File: src/rtl/stego_pkg.sv
package stego_pkg;
  localparam int LEN_W = 13;   // message length counter width
  localparam int KW    = 3;    // width of a bits-per-pixel value
  localparam int MAXK  = 4;    // largest bits-per-pixel field

  // strobes from control to datapath
  typedef struct packed {
    logic             wrEn;
    logic             wrBit;
    logic [LEN_W-1:0] wrAddr;
    logic             pixCap;
    logic [KW-1:0]    takeN;
    logic [LEN_W-1:0] rdAddr;
    logic [KW-1:0]    kSel;
  } strobe_t;
endpackage

File: src/rtl/stego_ctrl.sv
module stego_ctrl
  import stego_pkg::*;
#(
  parameter int MAX_BITS = 256
) (
  input  logic             clk,
  input  logic             rstN,
  input  logic [KW-1:0]    bitsPerPix,
  input  logic             msgBit,
  input  logic             msgValid,
  input  logic             msgDone,
  input  logic             start,
  output strobe_t          strb,
  output logic [LEN_W-1:0] msgLen,
  output logic             msgLenValid
);
  localparam logic [LEN_W-1:0] CAP = LEN_W'(MAX_BITS);

  logic             loaded;
  logic [LEN_W-1:0] count;
  logic [LEN_W-1:0] used;
  logic [KW-1:0]    kReg;
  logic [KW-1:0]    kClamp;
  logic [LEN_W-1:0] remain;
  logic [KW-1:0]    take;

  always_comb begin
    if (bitsPerPix == '0)                 kClamp = KW'(1);
    else if (bitsPerPix > KW'(MAXK))      kClamp = KW'(MAXK);
    else                                  kClamp = bitsPerPix;

    remain = count - used;
    take   = (remain < LEN_W'(kReg)) ? remain[KW-1:0] : kReg;

    strb.wrEn   = !loaded && msgValid && (count < CAP);
    strb.wrBit  = msgBit;
    strb.wrAddr = count;
    strb.pixCap = loaded && start;
    strb.takeN  = take;
    strb.rdAddr = used;
    strb.kSel   = kReg;
  end

  always_ff @(posedge clk) begin
    if (!rstN) begin
      loaded <= 1'b0;
      count  <= '0;
      used   <= '0;
      kReg   <= KW'(1);
    end else begin
      if (!loaded) kReg <= kClamp;
      if (strb.wrEn) count <= count + LEN_W'(1);
      if (!loaded && msgDone) loaded <= 1'b1;
      if (strb.pixCap) used <= used + LEN_W'(take);
    end
  end

  assign msgLen      = count;
  assign msgLenValid = loaded;
endmodule

File: src/rtl/stego_datapath.sv
module stego_datapath
  import stego_pkg::*;
#(
  parameter int MAX_BITS = 256
) (
  input  logic       clk,
  input  logic       rstN,
  input  strobe_t    strb,
  input  logic [7:0] pixelIn,
  output logic [7:0] stegoOut,
  output logic       stegoValid
);
  localparam int AW = (MAX_BITS > 1) ? $clog2(MAX_BITS) : 1;
  localparam logic [LEN_W-1:0] CAP = LEN_W'(MAX_BITS);

  logic [MAX_BITS-1:0] bitMem;
  logic [MAXK-1:0]     grp;

  // capture stage: cover pixel held while its group is fetched
  logic [7:0]      pixR;
  logic [MAXK-1:0] grpR;
  logic [KW-1:0]   nR;
  logic [KW-1:0]   kR;
  logic            vR;
  logic [7:0]      embedded;

  always_ff @(posedge clk) begin
    if (strb.wrEn) bitMem[strb.wrAddr[AW-1:0]] <= strb.wrBit;
  end

  for (genvar j = 0; j < MAXK; j++) begin : g_fetch
    logic [LEN_W-1:0] addr;
    assign addr   = strb.rdAddr + LEN_W'(j);
    assign grp[j] = (addr < CAP) ? bitMem[addr[AW-1:0]] : 1'b0;
  end

  always_ff @(posedge clk) begin
    if (!rstN) begin
      pixR <= '0;
      grpR <= '0;
      nR   <= '0;
      kR   <= '0;
      vR   <= 1'b0;
    end else begin
      vR <= strb.pixCap;
      if (strb.pixCap) begin
        pixR <= pixelIn;
        grpR <= grp;
        nR   <= strb.takeN;
        kR   <= strb.kSel;
      end
    end
  end

  always_comb begin
    embedded = pixR;
    for (int j = 0; j < MAXK; j++) begin
      if (KW'(j) < nR) embedded[3'(kR - KW'(j) - KW'(1))] = grpR[j];
    end
  end

  always_ff @(posedge clk) begin
    if (!rstN) begin
      stegoOut   <= '0;
      stegoValid <= 1'b0;
    end else begin
      stegoValid <= vR;
      if (vR) stegoOut <= embedded;
    end
  end
endmodule

File: src/rtl/stego_embedder.sv
module stego_embedder
  import stego_pkg::*;
#(
  parameter int MAX_BITS = 256
) (
  input  logic             clk,
  input  logic             rstN,
  input  logic [KW-1:0]    bitsPerPix,
  input  logic             msgBit,
  input  logic             msgValid,
  input  logic             msgDone,
  output logic [LEN_W-1:0] msgLen,
  output logic             msgLenValid,
  input  logic             start,
  input  logic [7:0]       pixelIn,
  output logic [7:0]       stegoOut,
  output logic             stegoValid
);
  strobe_t strb;

  stego_ctrl #(.MAX_BITS(MAX_BITS)) u_ctrl (
    .clk(clk), .rstN(rstN), .bitsPerPix(bitsPerPix), .msgBit(msgBit),
    .msgValid(msgValid), .msgDone(msgDone), .start(start), .strb(strb),
    .msgLen(msgLen), .msgLenValid(msgLenValid)
  );

  stego_datapath #(.MAX_BITS(MAX_BITS)) u_dp (
    .clk(clk), .rstN(rstN), .strb(strb), .pixelIn(pixelIn),
    .stegoOut(stegoOut), .stegoValid(stegoValid)
  );
endmodule

File: config.mk
export PLATFORM = sky130hd
export DESIGN_NAME = stego_embedder
export DESIGN_NICKNAME = d
export VERILOG_FILES = /design/src/rtl/stego_pkg.sv /design/src/rtl/stego_ctrl.sv /design/src/rtl/stego_datapath.sv /design/src/rtl/stego_embedder.sv
export SDC_FILE = /design/constraint.sdc
export NUM_CORES = 1
export LEC_CHECK = 0
export ABC_AREA = 1
export CORE_MARGIN = 2
export CORE_UTILIZATION = 40
export DETAILED_ROUTE_END_ITERATION = 10
export DONT_BUFFER_PORTS = 1
export GPL_TIMING_DRIVEN = 0
export RECOVER_POWER = 50
export REMOVE_ABC_BUFFERS = 1
export SKIP_CTS_REPAIR_TIMING = 1
export SLEW_MARGIN = 30
export SYNTH_ARGS = -nofsm -noshare
export SYNTH_HDL_FRONTEND = slang
export SYNTH_SLANG_ARGS = --single-unit
export TNS_END_PERCENT = 1
File: constraint.sdc
create_clock -name clk -period 12.4 [get_ports clk]
set_input_delay 2.48 -clock clk [delete_from_list [all_inputs] [get_ports clk]]
set_output_delay 2.48 -clock clk [all_outputs]
set_load 0.01 [all_outputs]
After elaboration in Yosys (flattened, before gate mapping) --
Index checks and enable logic that the tools add are counted.
Storage, ports and cells: register bits 314, word-level logic and storage cells 94, input port bits 17, output and inout bits 23
Cells by class: add/sub/neg operators 12, reductions and logical operators 11, order comparisons 25, mux-type cells 34
Operator list (number):
- $bwmux W256 | 1
- $lt A13 B9 Y1 const B | 5
- $lt A8 B9 Y1 const B | 5
- $bmux W1 S8 | 4
- $bwmux W8 | 4
- $mux W8 | 4
- $add A13 B1 Y13 const B | 2
- $add A13 B2 Y13 const B | 2
- $lt A3 B4 Y1 const B | 4
- $add A13 B3 Y13 | 1
- $lt A13 B3 Y1 | 1
- $mux W1 | 13
- $sub A13 B13 Y13 | 1
- $demux W1 S3 | 4
- $ge A3 B1 Y1 const B | 4
- $sub A3 B1 Y3 const B | 4
- $logic_and A1 B1 Y1 | 9
- $mux W3 | 3
- $demux W1 S8 | 1
- $ge A8 B1 Y1 const B | 1
- $lt A1 B3 Y1 const A | 2
- $lt A2 B3 Y1 const A | 2
- $sub A3 B2 Y3 const B | 2
- $gt A3 B3 Y1 const B | 1
- 2 further kinds | 2

Logic depth before layout (Yosys ltp) --
depth after elaboration 13, depth in mapped cells 29

Cells and area by module --
A second synthesis with hierarchy kept.
Second synthesis, totals: cell total of the unflattened synthesis 3097, area, all modules 21722.1 um2
Modules (own cells, without submodules):
- stego_datapath | area each 19382.3 um2, instances 1, cells each 2735
- stego_ctrl | area each 2339.7 um2, instances 1, cells each 362

Worst setup path before layout --
Ideal clock, no wire load.
path type register to register, start register u_ctrl.used[2], end register u_ctrl.used[10], slack 8510 ps, period minus slack after synthesis 3890 ps, stages on the path, launching flop included 27, arrival 3759 ps, path through dfxtp_1 > buf_2 > inv_2 > clkbuf_1 > ha_1 > a21oi_1 > nand2_1 > inv_1 > o21ai_0 > xnor2_1 > nand2_1 > nor2_1 > nand3_2 > nand2_1 > nand2_1 > inv_1 > ha_1 > inv_1 > fa_1 > or2_2 > nand2_1 > and3_1 > inv_1 > nor2_1 > inv_1 > nor3_1 > nor3_1
RTL lines:
- from (decl) | RTL line stego_ctrl.sv:21 | logic [LEN_W-1:0] used;
- from (signal assigned) | RTL line stego_ctrl.sv:54 | if (strb.pixCap) used <= used + LEN_W'(take);

==> results.ini <==
[outcome]
status = finished clean

[grt]
grt_overflow_total = 0
grt_max_degree = 257
antenna_found_initial = 1
grt_use_total_pct = 28.48
grt_pass1_vias = 20110
grt_pass1_wl_mm = 120.5

[floorplan]
start_util_pct = 40.58
die_width_microns = 235.1
std_cell_rows = 84
io_pins = 40
core-area_sq_mm = 0.05266
die_area_sq_mm = 0.05528
fp.dieH_microns = 235.1

[timing]
rsz0062_at_grt = false
slew_viol_final = 0
period_share_pct = 41.43
skew_ns = 0.02646
finalHoldViolations = 0
worst_pin_slew_ns = 1.117
relSlewSlack_pct = 25.41
setup_violations = 0
fmax_ghz = 0.1946
whs_ns = 0.4713
finalCriticalPeriod_ns = 5.138

[clock_network]
cts_tree = done
htree_levels = 2
clockBufferDepth = 3
cts-root-buf = clkbuf_16
cts_made_buffers = 38
clock_latency_ns = 0.58
cts.sinks = 314
clk_pin_slew_ns = 0.06

[final_layout]
syn_to_final_growth_pct = 6.863
drive_gt1_share_pct = 4.413
nNetsFinal = 2874
fin_area_sq_mm = 0.02283
antenna_cells = 0

[logic_synthesis]
synthFlopType = edfxtp_1
synth_edf_count = 256
synth_cell_types = 47
syn_inst = 2985
synth_area_per_cell_sq_um = 7.158
synth-xor-area-share_pct = 1.183
syn_area_sq_mm = 0.02137
synth-seq-cells = 314
synthMuxAreaShare_pct = 0
seq_area_frac_synth_pct = 41.41
yosysWarnings = 0
synth_top_family_by_area = simple AND/OR/NAND/NOR gates
synth_simple_gate_area_share_pct = 42.37
synth_compound_area_share_pct = 5.376
yosys.area_share.adder_pct = 1.768
async_flop_share_pct = 0

[routing]
wl_mm = 81.03
highest_layer = met4
wl_per_cell_microns = 22.87
dr_wl_met2_mm = 36.25
first_pass_iters = 7
wl_met3_mm = 8.941
wl_met1_mm = 31.15
antenna_left = 0
drtIter0Drc = 3063
vias = 21810
avgViaCountPerCell = 6.156
drc_errors = 0

[power_and_ir_drop]
vdd_drop_max_mv = 0.09548
powerDensity_mw_per_mm2 = 121.3
power_leakage_nw = 8.519

[place]
place_area_sq_mm = 0.02164
gp_congestion = 0.9098
io_buffers = 0
dp_hpwl_mm = 47.87

[setup_path]
endpoint_kind = flip-flop
slowest_stage = inv_4
crit_family = simple AND/OR/NAND/NOR gates
start_kind = flip-flop
required_ns = 12.82
arrival_ns = 5.56
path_cells = buf_12, inv_4, ha_1, xnor2_1, ha_1, a21oi_1, nand4_1, inv_1, nand3_2, nand2_1, nand2_1, inv_1, ha_1, inv_1, fa_1, or2_2, nand2_1, and3_1, inv_1, nor2_1, inv_1, nor3_1, nor3_1
cp_num_buf_inv = 7
crit_top_cell = inv_1
crit_type = flip-flop to flip-flop
max_stage_delay_ns = 0.56
path_max_fanout = 36

[run]
maxCapViolations = 0

[min_path]
hold_path_class = flip-flop to flip-flop

[area by class of cell]
type | instances | area, sq um
clock inverters | 15 | 127.6
fillers | 5312 | 29820
well taps | 688 | 860.8
flip-flops and latches | 314 | 8861
repair buffers | 15 | 382.9
inverters | 156 | 625.6
multi-input cells | 2303 | 10930
clock buffers | 52 | 1045
[through the flow]
step	worst slack, ns	total power [W]	std cells	util (%)	setup TNS, ns
finish	7.262	0.002769	3543	43.36	0
global route	7.018	0.002862	3543	43.36	0
detailed placement	7.405	0.001678	3476	41.09	0
CTS	7.384	0.002759	3543	43.32	0
global placement	-14.85	0.001681	3461	40.14	-44.48
floorplan	-3.189	0.001513	2773	-	-6.365
[sequential cells by signal (all words and copies together) (netlist names)]
name                cells
u_dp.stegoValid         1
u_dp.grpR               4
u_ctrl.msgLen          13
u_dp.pixR               8
u_dp.bitMem           256
u_dp.kR                 3
u_dp.vR                 1
u_dp.nR                 3
u_dp.stegoOut           8
u_ctrl.used            13
u_ctrl.kReg             3
u_ctrl.msgLenValid      1
[layout by cell type (no fill, tap or decap), types with 3 or more instances in the layout]
master | Yosys | routed
nand4_1 | 10 | 10
dfxtp_4 | 0 | 3
a21oi_1 | 70 | 70
nor3_1 | 18 | 18
xor2_1 | 12 | 12
buf_16 | 0 | 11
clkbuf_1 | 67 | 11
o21ai_0 | 60 | 60
o21a_1 | 4 | 4
inv_4 | 1 | 6
nand3_1 | 970 | 970
o211ai_1 | 40 | 40
nand2_4 | 1 | 3
clkinv_2 | 0 | 3
dfxtp_1 | 58 | 54
inv_1 | 141 | 138
buf_12 | 0 | 4
inv_8 | 0 | 3
o221ai_1 | 5 | 5
nor2_1 | 350 | 349
clkbuf_16 | 0 | 39
edfxtp_1 | 256 | 256
nand2_2 | 9 | 22
xor2_4 | 2 | 4
clkinv_1 | 0 | 6
inv_2 | 13 | 9
ha_1 | 27 | 25
xnor2_1 | 5 | 5
nor4_1 | 3 | 3
nand2_1 | 689 | 674
[Yosys cell counts, types with 2 or more instances]
master / n / area share, %
buf_6: 5 / 0.26
a211oi_1: 2 / 0.070
buf_4: 40 / 1.4
o21ai_0: 60 / 1.4
nand3_1: 970 / 23
xor2_4: 2 / 0.26
nor4_1: 3 / 0.088
inv_2: 13 / 0.23
xor2_2: 3 / 0.23
nor3_1: 18 / 0.42
o21a_1: 4 / 0.14
ha_1: 27 / 1.6
a22o_1: 2 / 0.082
xnor2_1: 5 / 0.20
nand4_1: 10 / 0.29
o211ai_1: 40 / 1.4
and3_1: 2 / 0.059
buf_2: 87 / 2.0
buf_1: 13 / 0.23
o21bai_1: 2 / 0.070
dfxtp_1: 58 / 5.4
o311ai_0: 2 / 0.082
o221ai_1: 5 / 0.20
nand2_1: 689 / 12
inv_1: 141 / 2.5
or2_2: 2 / 0.059
a21oi_1: 70 / 1.6
fa_1: 2 / 0.19
clkbuf_1: 67 / 1.2
edfxtp_1: 256 / 36
xor2_1: 12 / 0.49
nand2_2: 9 / 0.26
nor2_1: 350 / 6.1
[power by group]
| group | internal [W] | switching [W] | total, W |
|---|---|---|---|
| clock network | 0.000631 | 0.000465 | 0.00110 |
| registers | 0.00115 | 0.0000155 | 0.00116 |
| logic | 0.000151 | 0.000362 | 0.000513 |
[metal layers]
metal | vias to the layer above | track usage [%]
met5 | - | 0
met4 | 0 | 15.80
met3 | 327 | 6.543
met2 | 1353 | 44.91
met1 | 10200 | 36.09
li1 | 9935 | -
[kinds of logic (layout without fill, tap and decap cells)]
| kind of cell | after synthesis | count (layout) |
|---|---|---|
| AND/OR/NAND/NOR | 2058 | 2058 |
| adder cells (fa/ha/maj) | 29 | 29 |
| flip-flops | 314 | 314 |
| buffers and inverters | 368 | 238 |
| XOR/XNOR | 22 | 22 |
| AO/OA/AOI/OAI | 194 | 194 |
[worst paths after layout]
path,start,end,slack (ns),depth (start not counted)
setup / recovery,u_ctrl.used[2],u_ctrl.used[10],7.26,23
hold / removal,u_ctrl.kReg[1],u_ctrl.kReg[1],0.47,2
setup reg to reg,u_ctrl.used[2],u_ctrl.used[10],7.26,23
hold reg to reg,u_ctrl.kReg[1],u_ctrl.kReg[1],0.47,2
[tightest hold or removal path, stage by stage (launching register included)]
cell	delay, ns
dfxtp_1	0.31
nand2_1	0.06
a21oi_1	0.06
Power figures use the tool's default switching activity.
